## src/rtl/legacy_mem_decoder.sv

```systemverilog
module legacy_mem_decoder #(
  parameter int ADDR_W = 32
) (
  input  logic              clk,
  input  logic              rst_n,
  input  logic [ADDR_W-1:0] acc_addr,
  input  logic              acc_write,
  input  logic              smm_active,
  input  logic              cfg_we,
  input  logic [7:0]        cfg_off,
  input  logic [7:0]        cfg_wdata,
  output logic              sel_dram,
  output logic              wr_block
);
  localparam int NSEG      = 12;
  localparam logic [7:0] OFF_TOP  = 8'h59;
  localparam logic [7:0] OFF_SEG0 = 8'h5A;
  localparam logic [7:0] OFF_SMR  = 8'h72;
  localparam logic [7:0] SMR_RST  = 8'h02;

  logic [1:0] top_q;
  logic [1:0] seg_q [NSEG];
  logic       open_q, en_q;

  always_ff @(posedge clk or negedge rst_n)
    if (!rst_n) top_q <= 2'd0;
    else if (cfg_we && cfg_off == OFF_TOP) top_q <= cfg_wdata[5:4];

  always_ff @(posedge clk or negedge rst_n)
    if (!rst_n) begin
      open_q <= SMR_RST[6];
      en_q   <= SMR_RST[3];
    end else if (cfg_we && cfg_off == OFF_SMR) begin
      open_q <= cfg_wdata[6];
      en_q   <= cfg_wdata[3];
    end

  for (genvar i = 0; i < NSEG; i++) begin : g_seg
    localparam logic [7:0] OFF = OFF_SEG0 + 8'(i / 2);
    localparam int LSB = (i % 2) * 4;
    always_ff @(posedge clk or negedge rst_n)
      if (!rst_n) seg_q[i] <= 2'd0;
      else if (cfg_we && cfg_off == OFF) seg_q[i] <= cfg_wdata[LSB +: 2];
  end

  wire [3:0] blk       = acc_addr[19:16];
  wire       hi_zero   = (acc_addr[ADDR_W-1:20] == '0);
  wire       in_win    = hi_zero && (blk >= 4'hA);
  wire       in_smram  = in_win && (blk < 4'hC);
  wire       in_top    = in_win && (blk == 4'hF);
  wire [3:0] seg_idx   = {blk[1:0], acc_addr[15:14]};
  wire       smram_hit = open_q | (en_q & smm_active);
  wire       unused_bits = ^{cfg_wdata[7:6], cfg_wdata[3:2], acc_addr[13:0]};

  logic [1:0] attr;
  always_comb begin
    attr = 2'd0;
    if (in_top) attr = top_q;
    else if (seg_idx < 4'(NSEG)) attr = seg_q[seg_idx];
  end

  always_comb begin
    sel_dram = 1'b1;
    wr_block = 1'b0;
    if (in_smram) begin
      sel_dram = smram_hit;
    end else if (in_win) begin
      case (attr)
        2'd3:    sel_dram = 1'b1;
        2'd1:    begin sel_dram = !acc_write; wr_block = acc_write; end
        default: sel_dram = 1'b0;
      endcase
    end
  end

  assert_outside_dram_R9: assert property (@(posedge clk) disable iff (!rst_n)
    !(acc_addr[ADDR_W-1:20] == '0 && acc_addr[19:17] >= 3'b101) |-> (sel_dram && !wr_block));

  assert_block_only_write_R5: assert property (@(posedge clk) disable iff (!rst_n)
    wr_block |-> (acc_write && !sel_dram));

  assert_smram_closed_R7: assert property (@(posedge clk) disable iff (!rst_n)
    (acc_addr[ADDR_W-1:20] == '0 && acc_addr[19:17] == 3'b101 && !open_q && !(en_q && smm_active))
      |-> !sel_dram);

  assert_cfg_ignored_R10: assert property (@(posedge clk) disable iff (!rst_n)
    (cfg_we && !(cfg_off >= OFF_TOP && cfg_off <= 8'h5F) && cfg_off != OFF_SMR)
      |=> ($stable(top_q) && $stable(open_q) && $stable(en_q)));

  assert_top_write_R2: assert property (@(posedge clk) disable iff (!rst_n)
    (cfg_we && cfg_off == OFF_TOP) |=> (top_q == $past(cfg_wdata[5:4])));
endmodule

```

## config.mk

```make
export PLATFORM = sky130hd
export DESIGN_NAME = legacy_mem_decoder
export DESIGN_NICKNAME = d
export VERILOG_FILES = /design/src/rtl/legacy_mem_decoder.sv
export SDC_FILE = /design/constraint.sdc
export NUM_CORES = 1
export LEC_CHECK = 0
export ABC_AREA = 1
export BUFFER_PORTS_ARGS = -buffer_cell sky130_fd_sc_hd__buf_2
export CAP_MARGIN = 5
export CORE_ASPECT_RATIO = 0.5
export CORE_MARGIN = 4
export CORE_UTILIZATION = 35
export CTS_BUF_LIST = sky130_fd_sc_hd__clkbuf_4
export DETAILED_ROUTE_END_ITERATION = 8
export GPL_TIMING_DRIVEN = 0
export SLEW_MARGIN = 10
export SYNTH_ARGS = -nofsm -noshare
export SYNTH_HDL_FRONTEND = slang
export SYNTH_SLANG_ARGS = --single-unit
```

## constraint.sdc

```tcl
create_clock -name clk -period 1.6 [get_ports clk]
set_input_delay 0.32 -clock clk [delete_from_list [all_inputs] [get_ports clk]]
set_output_delay 0.32 -clock clk [all_outputs]
set_load 0.01 [all_outputs]
```

# Word-level counts from Yosys, hierarchy flattened
# Cells that the tools add are included.
[totals]
in_bits = 53
output_inout_bits = 2
ff_bits = 28
[classes]
muxes = 11
n_eq_ne = 11
n_reduce_logical = 13
bitwise_logic = 3
n_lt_le_gt_ge = 4
[ops]
columns = ["operator", "n"]
rows = [
  ["$eq 8x7->1 const B", 8],
  ["$logic_not 12->1", 1],
  ["$logic_and 1x1->1", 11],
  ["$bmux 2 s4", 1],
  ["$lt 4x4->1 const B", 2],
  ["$mux 2", 4],
  ["$ge 5x5->1 const B", 1],
  ["$mux 1", 5],
  ["$not 4->5", 1],
  ["$eq 4x4->1 const B", 1],
  ["$ge 4x4->1 const B", 1],
  ["$eq 2x1->1 const B", 1],
  ["$eq 2x2->1 const B", 1],
  ["$pmux 1 s2", 1],
  ["$and 1x1->1", 1],
  ["$logic_not 1->1", 1],
  ["$or 1x1->1", 1],
]

# Longest topological paths before layout
[logic_depth]
ltp_word = 10
ltp_mapped = 10
depth_no_buf = 10

# Worst setup path after synthesis
# OpenSTA, ideal clock, no wires.
[synth_path]
path_kind = "input to output"
start = "input port acc_addr[14]"
end = "output port wr_block"
arrival_ns = 1.151
n_path_buf = 1
path_stages = 10
path_slack_ns = 0.129
path_cell_list = "inv_1 buf_2 nand2_1 nand3_1 nand3_1 nand2_1 nor2_1 nor2_1 inv_1 nor2_1"
[synth_via]
elab_chain_cells = 10
[synth_lines]
columns = ["element", "line_no", "source"]
rows = [
  ["start: declaration", "6", "input logic [ADDR_W-1:0] acc_addr,"],
  ["$not 4->5 (implied by the code)", "59", "else if (seg_idx < 4'(NSEG)) attr = seg_q[seg_idx];"],
  ["$bmux 2 s4", "59", ""],
  ["$mux 2 (implied by the code) (2 in a row)", "59", ""],
  ["$mux 2 *", "59", ""],
  ["$mux 2 *", "58", "if (in_top) attr = top_q;"],
  ["$eq 2x1->1 *", "68", "case (attr)"],
  ["$mux 1 *", "68", ""],
  ["$mux 1 *", "67", "end else if (in_win) begin"],
  ["$mux 1 *", "65", "if (in_smram) begin"],
  ["end: declaration", "13", "output logic wr_block"],
]
# Every way passes the cells marked *; elsewhere a longest branch is shown, timed or not. The select of a mux whose other input is x is not followed.

# Worst setup path after layout
# Same ends and word-level chain as after synthesis.

==> flow_summary.json <==
{
  "outcome": "finished, violations left",
  "violations": "setup timing",
  "synth_nets": 270,
  "ir_drop_mv": 0.225,
  "clockBufferDepth": 2,
  "power.switching_mw": 0.332,
  "dpl.cell_count": 309,
  "postLayoutSetupSlackWorst_ns": -0.227,
  "internal_power_mw": 0.917,
  "crit_type": "input pin to output pin",
  "synth_area_sq_um": 1540,
  "regToRegEndpoint": "seg_q[3]",
  "start_util_pct": 37.8,
  "seq_area_frac_synth_pct": 45.6,
  "die-area_sq_um": 5570,
  "grt_overflow": 0,
  "layout_common_cells": "nand2_1, buf_2, inv_1, dfrtp_1, o21ai_0",
  "slew_headroom_pct": 58.9,
  "stdcell_count": 314,
  "finalSetupViolCount": 2,
  "ant_nets": 0,
  "rr_worst_depth": 1,
  "ys_ff_latch": 28,
  "die_w_um": 102,
  "fmax_mhz": 547,
  "hold_class": "input pin to flip-flop",
  "power_frac_comb_pct": 15.8,
  "grt_max_degree": 29,
  "htreeDepth": 1,
  "yosys_warnings": 0,
  "clock_sinks": 28,
  "maxCapViolCount": 0,
  "cts_resized": 0,
  "pre_cts_ws_ns": -0.226,
  "timing.rr.start": "seg_q[3]",
  "area_growth_pct": 19.2,
  "clk_latency_ns": 0.32,
  "vias": 1434,
  "r2r_setup_slack_ns": 0.92,
  "first_global_vias": 1276,
  "p_leak_nw": 0.937,
  "path_clk_slew_ns": 0.13,
  "portBuffers": 38,
  "grt_pass1_wl_mm": 5.85,
  "cts_made_buffers": 3,
  "avgSynthCellArea_sq_um": 7.07,
  "slew_violations": 0,
  "fillCellCount": 439,
  "wl_per_cell_um": 11.2,
  "arrival_ns": 1.51,
  "worstPathRequired_ns": 1.28,
  "hold_viol_final": 0,
  "powerDensity_nw_per_um2": 683,
  "clock_skew_ns": 0,
  "antenna_found_initial": 0,
  "dp_hpwl_mm": 2.79,
  "drive_above_1_share_pct": 18.1,
  "worstSetupEndpointType": "output pin",
  "drt_wl_total_mm": 3.53,
  "synthCells": 217,
  "rsz0062_at_grt": "yes",
  "startpoint": "acc_addr[14]",
  "io_pins": 55,
  "final_net_count": 314,
  "period_minus_slack_ns": 1.83,
  "core_region_area_sq_um": 4060,
  "seqPwrFrac_pct": 61.1,
  "p_total_mw": 1.25,
  "antennaDiodeCount": 0,
  "first_pass_iters": 4,
  "rows": 16,
  "switching_share_pct": 26.6,
  "crit_fanout": 10,
  "tritoncts": "yes",
  "routabilityCongestion": 0.782,
  "layout_commonest_cell": "nand2_1",
  "endpoint": "wr_block",
  "p_clk_share_pct": 23.1,
  "drtIter0Drc": 116,
  "synth_cell_types": 15,
  "clock_tree.root_cell": "clkbuf_4",
  "crit_path_start_kind": "input pin",
  "drcViolationCount": 0,
  "fin_crit_sh_pct": 114,
  "grtUsageTotal_pct": 13.8,
  "die_y_um": 54.8,
  "via_per_inst": 4.57,
  "worst_pin_slew_ns": 0.617
}
-- layout make-up --
| class | count | area [sq um] | share of cell area (%) |
|---|---|---|---|
| Clock buffer | 3 | 22.5 | 1.23 |
| Tap cell | 54 | 67.6 | 3.69 |
| Inverter | 29 | 109 | 5.95 |
| Clock inverter | 1 | 3.75 | 0.205 |
| Timing Repair Buffer | 39 | 200 | 10.9 |
| Buffer | 2 | 10.0 | 0.547 |
| Sequential cell | 28 | 701 | 38.3 |
| Multi-Input combinational cell | 158 | 716 | 39.1 |
-- timing repair --
item                                   4_1_cts  5_1_grt
setup endpoints to repair                    2        2
hold buffers                                 1        0
endpoints found under the hold margin        2        0
pin swaps                                    6        2
setup buffers                                0        0
-- worst max-delay path: stages --
cell     delay [ns]
buf_2          0.12
inv_1          0.08
buf_2          0.22
nand2_1        0.07
nand3_1        0.08
nand3_1        0.08
nand2_1        0.07
nor2_1         0.05
nor2_1         0.12
inv_1          0.05
nor2_1         0.10
buf_2          0.15
-- cells in the mapped netlist --
library cell / number / share of area (%)
nand2_1: 77 / 19
o21ai_0: 23 / 7.5
dfrtp_1: 28 / 46
buf_2: 2 / 0.65
o21a_1: 4 / 2.0
nand3_1: 22 / 7.2
nor3_2: 1 / 0.65
nand2_2: 1 / 0.41
inv_1: 29 / 7.1
nor2_1: 21 / 5.1
nor3_4: 1 / 1.1
nand4_1: 3 / 1.2
nor3_1: 2 / 0.65
nor4_4: 1 / 1.4
a21oi_1: 2 / 0.65
-- power by group through the flow --
stage,Clock [mW],Sequential (mW),Combinational [mW]
floorplan,0,0.772,0.107
CTS,0.300,0.764,0.201
finish,0.289,0.763,0.197
global placement,0,0.776,0.193
detailed placement,0,0.777,0.198
global route,0.330,0.768,0.229
-- per-stage QoR --
stage,hold WS (ns),util [%],setup TNS [ns],area [sq um]
2_1_floorplan,0.0244,-,0,1540
3_3_place_gp,0.370,44.1,-0.354,1790
3_5_place_dp,0.368,44.1,-0.396,1790
4_1_cts,0.230,45.0,-0.470,1830
5_1_grt,0.250,45.0,-0.710,1830
6_report,0.232,45.0,-0.398,1830
-- worst min path at each step --
stage | start | endpoint | cells after the start
finish | cfg_wdata[3] | en_q | 3
global route | cfg_wdata[6] | open_q | 3
CTS | cfg_wdata[3] | en_q | 3
detailed placement | rst_n | seg_q[21] | 1
global placement | rst_n | seg_q[19] | 1
floorplan | rst_n | en_q | 0
-- logic make-up (layout without fill, tap and decap cells) --
group                  after synthesis  count (layout)  share of synthesized area [%]
AO/OA/AOI/OAI                       29              29                           10.1
AND/OR/NAND/NOR                    129             129                           36.5
buffers and inverters               31              74                           7.74
flip-flops                          28              28                           45.6
-- state kept, by name, indices dropped and copies added, names as in the netlist --
name	count
top_q	2
en_q	1
open_q	1
seg_q	24
-- per-layer routing --
layer,up-vias,global-route usage [%],part of all wire [%]
li1,772,-,-
met2,41,21.2,40
met3,2,2.80,8.3
met4,0,3.31,0.85
met1,619,20.0,51
met5,-,0,0
Power figures use the tool's default switching activity.
